<file path="config.mk">
export PLATFORM = sky130hd
export DESIGN_NAME = wpg_gate
export DESIGN_NICKNAME = d
export VERILOG_FILES = /design/src/rtl/wpg_pkg.sv /design/src/rtl/wpg_key_fsm.sv /design/src/rtl/wpg_rule.sv /design/src/rtl/wpg_gate.sv
export SDC_FILE = /design/constraint.sdc
export NUM_CORES = 1
export LEC_CHECK = 0
export CAP_MARGIN = 20
export CORE_AREA = 5 5 89 91
export CTS_BUF_LIST = sky130_fd_sc_hd__clkbuf_4
export DETAILED_ROUTE_END_ITERATION = 8
export DIE_AREA = 0 0 94 96
export GPL_TIMING_DRIVEN = 0
export HOLD_SLACK_MARGIN = 0.02
export PLACE_DENSITY = 0.89
export SETUP_SLACK_MARGIN = 0.2
export SYNTH_ARGS = -nofsm -noshare
export SYNTH_HDL_FRONTEND = slang
export SYNTH_HIERARCHICAL = 1
export SYNTH_SLANG_ARGS = --single-unit
</file>
<file path="constraint.sdc">
create_clock -name clk -period 2.85 [get_ports clk]
set_input_delay 0.285 -clock clk [delete_from_list [all_inputs] [get_ports clk]]
set_output_delay 0.285 -clock clk [all_outputs]
set_load 0.005 [all_outputs]
</file>
<file path="src/rtl/wpg_pkg.sv">
package wpg_pkg;
    localparam logic [7:0] CMD_LEGACY_WP = 8'h10;
    localparam logic [7:0] CMD_STORE     = 8'h15;
    localparam logic [7:0] CMD_KEY       = 8'hFA;
    localparam logic [7:0] CMD_MASK      = 8'hFB;

    localparam int BIT_HWP  = 15;
    localparam int BIT_WP   = 14;
    localparam int BIT_VOUT = 12;
    localparam int BIT_OP   = 7;
    localparam int BIT_PSK  = 1;
    localparam int BIT_STR  = 0;

    typedef enum logic [1:0] {
        ST_BOOT   = 2'd0,
        ST_OPEN   = 2'd1,
        ST_LOCKED = 2'd2,
        ST_SEALED = 2'd3
    } key_state_t;
endpackage

</file>
<file path="src/rtl/wpg_key_fsm.sv">
module wpg_key_fsm
    import wpg_pkg::*;
#(
    parameter int W         = 16,
    parameter int MAX_FAILS = 3,
    parameter int FAIL_W    = $clog2(MAX_FAILS + 1)
) (
    input  logic              clk,
    input  logic              rst_n,
    input  logic [W-1:0]      boot_key,
    input  logic              try_wr,
    input  logic [W-1:0]      wdata,
    output key_state_t        state,
    output logic              key_ok,
    output logic              locked,
    output logic [FAIL_W-1:0] fail_cnt
);
    key_state_t        state_n;
    logic [W-1:0]      key_q, key_n;
    logic [FAIL_W-1:0] fail_n;

    // state register
    always_ff @(posedge clk or negedge rst_n) begin
        if (!rst_n) begin
            state    <= ST_BOOT;
            key_q    <= '0;
            fail_cnt <= '0;
        end else begin
            state    <= state_n;
            key_q    <= key_n;
            fail_cnt <= fail_n;
        end
    end

    // transitions
    always_comb begin
        state_n = state;
        key_n   = key_q;
        fail_n  = fail_cnt;
        unique case (state)
            ST_BOOT: begin
                key_n   = boot_key;
                state_n = (boot_key != '0) ? ST_LOCKED : ST_OPEN;
            end
            ST_OPEN: begin
                if (try_wr) begin
                    key_n = wdata;
                    if (wdata != '0) state_n = ST_LOCKED;
                end
            end
            ST_LOCKED: begin
                if (try_wr) begin
                    if (wdata == key_q) begin
                        state_n = ST_OPEN;
                    end else begin
                        fail_n = fail_cnt + FAIL_W'(1);
                        if (fail_n == FAIL_W'(MAX_FAILS)) state_n = ST_SEALED;
                    end
                end
            end
            ST_SEALED: begin
                state_n = ST_SEALED;
            end
        endcase
    end

    // outputs
    always_comb begin
        key_ok = try_wr && ((state == ST_OPEN) ||
                            (state == ST_LOCKED && wdata == key_q));
        locked = (state == ST_LOCKED) || (state == ST_SEALED);
    end

    assert_sealed_sticks_R8: assert property (@(posedge clk) disable iff (!rst_n)
        state == ST_SEALED |=> state == ST_SEALED);

    assert_fail_monotonic_R7: assert property (@(posedge clk) disable iff (!rst_n)
        fail_cnt >= $past(fail_cnt));

    assert_fail_bounded_R8: assert property (@(posedge clk) disable iff (!rst_n)
        fail_cnt <= FAIL_W'(MAX_FAILS));
endmodule

</file>
<file path="src/rtl/wpg_rule.sv">
module wpg_rule
    import wpg_pkg::*;
#(
    parameter int W  = 16,
    parameter int LW = 8
) (
    input  logic [W-1:0]  grp_sel,
    input  logic [W-1:0]  mask,
    input  logic [LW-1:0] legacy,
    output logic          ord_ok
);
    localparam logic [W-1:0] OP_ONLY = W'(1) << BIT_OP;
    localparam logic [W-1:0] OP_VOUT = OP_ONLY | (W'(1) << BIT_VOUT);

    logic hit;
    logic leg_ok;

    always_comb begin
        hit = |(grp_sel & mask);
        case (legacy)
            LW'(8'h80): leg_ok = 1'b0;
            LW'(8'h40): leg_ok = (grp_sel & ~OP_ONLY) == '0;
            LW'(8'h20): leg_ok = (grp_sel & ~OP_VOUT) == '0;
            default:    leg_ok = 1'b1;
        endcase
        ord_ok = !hit && leg_ok;
    end
endmodule

</file>
<file path="src/rtl/wpg_gate.sv">
module wpg_gate
    import wpg_pkg::*;
#(
    parameter int W         = 16,
    parameter int CW        = 8,
    parameter int LW        = 8,
    parameter int MAX_FAILS = 3,
    parameter int FAIL_W    = $clog2(MAX_FAILS + 1)
) (
    input  logic              clk,
    input  logic              rst_n,
    input  logic [W-1:0]      boot_mask,
    input  logic [LW-1:0]     boot_legacy,
    input  logic [W-1:0]      boot_key,
    input  logic              wr_en,
    input  logic [CW-1:0]     wr_cmd,
    input  logic [W-1:0]      wr_data,
    input  logic [W-1:0]      grp_sel,
    output logic              wr_ok,
    output logic              wr_bad,
    output logic [W-1:0]      ext_mask,
    output logic [LW-1:0]     legacy_wp,
    output logic              key_locked,
    output logic [FAIL_W-1:0] fail_count
);
    key_state_t state;
    logic in_boot, is_mask, is_key, is_wp, is_store;
    logic try_key, key_ok, ord_ok, grant;

    always_comb begin
        in_boot  = (state == ST_BOOT);
        is_mask  = (wr_cmd == CW'(CMD_MASK));
        is_key   = (wr_cmd == CW'(CMD_KEY));
        is_wp    = (wr_cmd == CW'(CMD_LEGACY_WP));
        is_store = (wr_cmd == CW'(CMD_STORE));
        try_key  = wr_en && is_key && !ext_mask[BIT_PSK] && !in_boot;
    end

    wpg_key_fsm #(.W(W), .MAX_FAILS(MAX_FAILS), .FAIL_W(FAIL_W)) u_key (
        .clk      (clk),
        .rst_n    (rst_n),
        .boot_key (boot_key),
        .try_wr   (try_key),
        .wdata    (wr_data),
        .state    (state),
        .key_ok   (key_ok),
        .locked   (key_locked),
        .fail_cnt (fail_count)
    );

    wpg_rule #(.W(W), .LW(LW)) u_rule (
        .grp_sel (grp_sel),
        .mask    (ext_mask),
        .legacy  (legacy_wp),
        .ord_ok  (ord_ok)
    );

    // decision
    always_comb begin
        grant = 1'b0;
        if (!in_boot) begin
            if (is_mask)       grant = !ext_mask[BIT_HWP] && !key_locked;
            else if (is_key)   grant = key_ok;
            else if (is_wp)    grant = !ext_mask[BIT_WP];
            else if (is_store) grant = !ext_mask[BIT_STR] && !key_locked;
            else               grant = ord_ok;
        end
    end

    // registers and response pulses
    always_ff @(posedge clk or negedge rst_n) begin
        if (!rst_n) begin
            ext_mask  <= '0;
            legacy_wp <= '0;
            wr_ok     <= 1'b0;
            wr_bad    <= 1'b0;
        end else begin
            if (in_boot) begin
                ext_mask  <= boot_mask;
                legacy_wp <= boot_legacy;
            end else if (wr_en && grant) begin
                if (is_mask) ext_mask  <= wr_data;
                if (is_wp)   legacy_wp <= wr_data[LW-1:0];
            end
            wr_ok  <= wr_en && grant;
            wr_bad <= wr_en && !grant;
        end
    end

    assert_one_reply_R11: assert property (@(posedge clk) disable iff (!rst_n)
        wr_en |=> (wr_ok != wr_bad));

    assert_no_spurious_R11: assert property (@(posedge clk) disable iff (!rst_n)
        !wr_en |=> (!wr_ok && !wr_bad));

    assert_reject_holds_R10: assert property (@(posedge clk) disable iff (!rst_n)
        (wr_bad && !$past(in_boot)) |->
            (ext_mask == $past(ext_mask) && legacy_wp == $past(legacy_wp) &&
             key_locked == $past(key_locked)));

    assert_hwp_sticky_R4: assert property (@(posedge clk) disable iff (!rst_n)
        ext_mask[BIT_HWP] |=> ext_mask[BIT_HWP]);

    assert_store_locked_R6: assert property (@(posedge clk) disable iff (!rst_n)
        (wr_en && is_store && key_locked) |=> wr_bad);
endmodule

</file>
==> results.sh <==
export IMPL_ant_nets=0
export IMPL_setup_viol=0
export IMPL_via_per_inst=6.01
export IMPL_critPathSlowestCell="or4_4"
export IMPL_wl_per_cell_um=20.5
export IMPL_io_buffers=111
export IMPL_synth_avg_cell_area_um2=9.15
export IMPL_clk_path_buf_depth=2
export IMPL_start_util=0.395
export IMPL_ys_types=48
export IMPL_finalCriticalPeriod_ns=2.62
export IMPL_coreArea_mm2=0.00706
export IMPL_layout_common_cells="clkdlybuf4s50_1, dfrtp_1, o22ai_1"
export IMPL_die_width_um=94
export IMPL_max_stage_delay_ns=0.55
export IMPL_drv_cap=0
export IMPL_clock_latency_ns=0.38
export IMPL_setup_ws_ns=0.233
export IMPL_die_y_um=96
export IMPL_grt_max_degree=37
export IMPL_drt_initial_drc_count=354
export IMPL_gp_congestion=0.930
export IMPL_cp_end_kind="flip-flop"
export IMPL_root_buffer="clkbuf_4"
export IMPL_hp_class="in2async"
export IMPL_overflow=0
export IMPL_ys_flop_type="dfrtp_1"
export IMPL_antennaDiodeCount=0
export IMPL_slew_viol_final=0
export IMPL_nFillCells=601
export IMPL_rsz0062_at_grt="no"
export IMPL_clk_pin_slew_ns=0.16
export IMPL_tritoncts="done"
export IMPL_grt_total_usage=0.238
export IMPL_fmaxAchievable_mhz=382
export IMPL_htreeDepth=2
export IMPL_worstMarginPinSlew_ns=0.643
export IMPL_dp_slack_ns=-0.296
export IMPL_hpwlAfterDp_um=8020
export IMPL_rows=31
export IMPL_ios=112
export IMPL_drtPass1Iterations=5
export IMPL_path_class="in2reg"
export IMPL_skew_ns=0.0237
export IMPL_layout_nets=521
export IMPL_hold_viol=0
export IMPL_syn_inst=305
export IMPL_numCtsBuffers=5
export IMPL_final_common_cell="clkdlybuf4s50_1"
export IMPL_cp_arrival_ns=2.91
export IMPL_synthArstFlopShare=1.00
export IMPL_synth_edf_count=0
export IMPL_drive_above_1_share=0.135
export IMPL_cp_start_kind="input pin"
export IMPL_drt_wl_total_um=11000
export IMPL_slew_headroom=0.568
export IMPL_fin_tns_setup_ns=0
export IMPL_ir_drop_v=0.000355
export IMPL_drcViolationCount=0
export IMPL_leakage_nw=1.69
export IMPL_die_area_mm2=0.00902
export IMPL_total_power_mw=3.78
export IMPL_synth_seq_area_share=0.412
export IMPL_synth_area_mm2=0.00279
export IMPL_grt_pass1_vias=3277
export IMPL_ys_ff_latch=46
export IMPL_cp_max_fo=5
export IMPL_antenna_found_initial=0
export IMPL_grt_pass1_wl_um=16800
export IMPL_vias=3225
export IMPL_area_growth_synth_to_final_pct=57.8
export IMPL_crit_required_ns=3.14
export IMPL_power_density_mw_per_mm2=859
export IMPL_crit_path_cell_trace="clkdlybuf4s50_1, or4_4, nor4_2, nand4_1, a211oi_2, and2_1, a311oi_4, o31a_1, buf_6, a221oi_4"
export IMPL_period_share=0.918
export IMPL_syn_nets=389
export IMPL_cts_sinks=46
export IMPL_status="complete, no violations"
export IMPL_yosysWarnings=6
metal layers:
layer  track usage  wire (um)  up-vias
met1         0.298       4290     1553
met5             0          0        -
met2         0.408       5330      206
met4        0.0866        405        0
met3        0.0477        987       39
li1              -          -     1427
path summary, 6_finish.rpt:
path | start | end | slack [ns] | depth (start not counted)
max in group asynchronous | rst_n | u_key/key_q[5] | 2.02 | 3
min in group clk | wr_data[3] | legacy_wp[3] | 0.32 | 3
setup / recovery | grp_sel[10] | legacy_wp[7] | 0.23 | 10
setup reg to reg | u_key/state[0] | legacy_wp[7] | 0.25 | 13
hold reg to reg | u_key/fail_cnt[1] | u_key/fail_cnt[1] | 0.57 | 2
hold / removal | rst_n | legacy_wp[4] | 0.30 | 2
worst max-delay path: cells and delay by family:
kind,cells,cell delay (ns)
and+or+nand+nor,4,1.08
AOI/OAI and AO/OA,4,0.95
buffers and inverters,2,0.60
cell usage after synthesis (all sizes together), types with 2 or more instances:
| cell | number | area (um^2) |
|---|---|---|
| a211oi | 5 | 47.5 |
| a21oi | 18 | 90.1 |
| a221oi | 5 | 43.8 |
| a22oi | 8 | 60.1 |
| and2 | 2 | 12.5 |
| buf | 5 | 32.5 |
| clkbuf | 11 | 41.3 |
| dfrtp | 46 | 1150 |
| inv | 9 | 33.8 |
| mux2i | 16 | 160 |
| nand2 | 28 | 105 |
| nand2b | 3 | 18.8 |
| nand3 | 2 | 10.0 |
| nand4 | 9 | 56.3 |
| nor2 | 17 | 63.8 |
| nor3 | 4 | 20.0 |
| nor4 | 16 | 143 |
| o21ai | 26 | 130 |
| o22ai | 32 | 200 |
| o31a | 3 | 26.3 |
| or2 | 3 | 18.8 |
| or3 | 2 | 12.5 |
| or4 | 4 | 37.5 |
| xnor2 | 17 | 149 |
repair_timing:
item	in CTS	in global routing
pin swaps	9	8
hold buffers	1	0
gates resized for setup	20	10
endpoints found under the hold margin	10	0
endpoints found under the setup margin	10	10
cloned	1	0
buffers inserted	6	5
power breakdown:
| group | leakage (nW) | switching (mW) | internal [mW] |
|---|---|---|---|
| sequential | 0.556 | 0.343 | 0.956 |
| combinational | 1.08 | 1.00 | 1.06 |
| clock | 0.0456 | 0.234 | 0.187 |
| total | 1.69 | 1.58 | 2.21 |
through the flow:
stage | instance area, um^2 | utilization | instances | hold slack [ns]
floorplan | 2820 | - | 305 | -0.0106
global placement | 4050 | 0.574 | 515 | 0.528
detailed placement | 4070 | 0.576 | 516 | 0.180
CTS | 4320 | 0.613 | 532 | 0.299
global route | 4410 | 0.624 | 537 | 0.298
finish | 4410 | 0.624 | 537 | 0.304
sequential cells by signal, summed over array words and instances (netlist names):
register        cells
u_key/state         2
wr_bad              1
u_key/key_q        16
u_key/fail_cnt      2
ext_mask           16
wr_ok               1
legacy_wp           8
cells by family (layout without fill, tap and decap cells):
group / count (synthesis) / after routing / share of synthesized area
muxes: 17 / 17 / 0.0614
and+or+nand+nor: 94 / 94 / 0.193
AOI/OAI and AO/OA: 103 / 103 / 0.232
buffers and inverters: 26 / 159 / 0.0399
DFF: 46 / 46 / 0.412
xor gates and xnor gates: 18 / 18 / 0.0565
adders and majority gates: 1 / 1 / 0.00448
layout make-up:
type | instances | area, um^2 | area share
plain buffers | 16 | 123 | 0.0278
clock buffers | 5 | 37.5 | 0.00852
clock inverters | 3 | 43.8 | 0.00994
inverters | 10 | 37.5 | 0.00852
multi-input cells | 233 | 1650 | 0.374
flip-flops and latches | 46 | 1150 | 0.262
well taps | 99 | 124 | 0.0281
repair buffers | 125 | 1240 | 0.281
(Power assumes the default switching activity.)
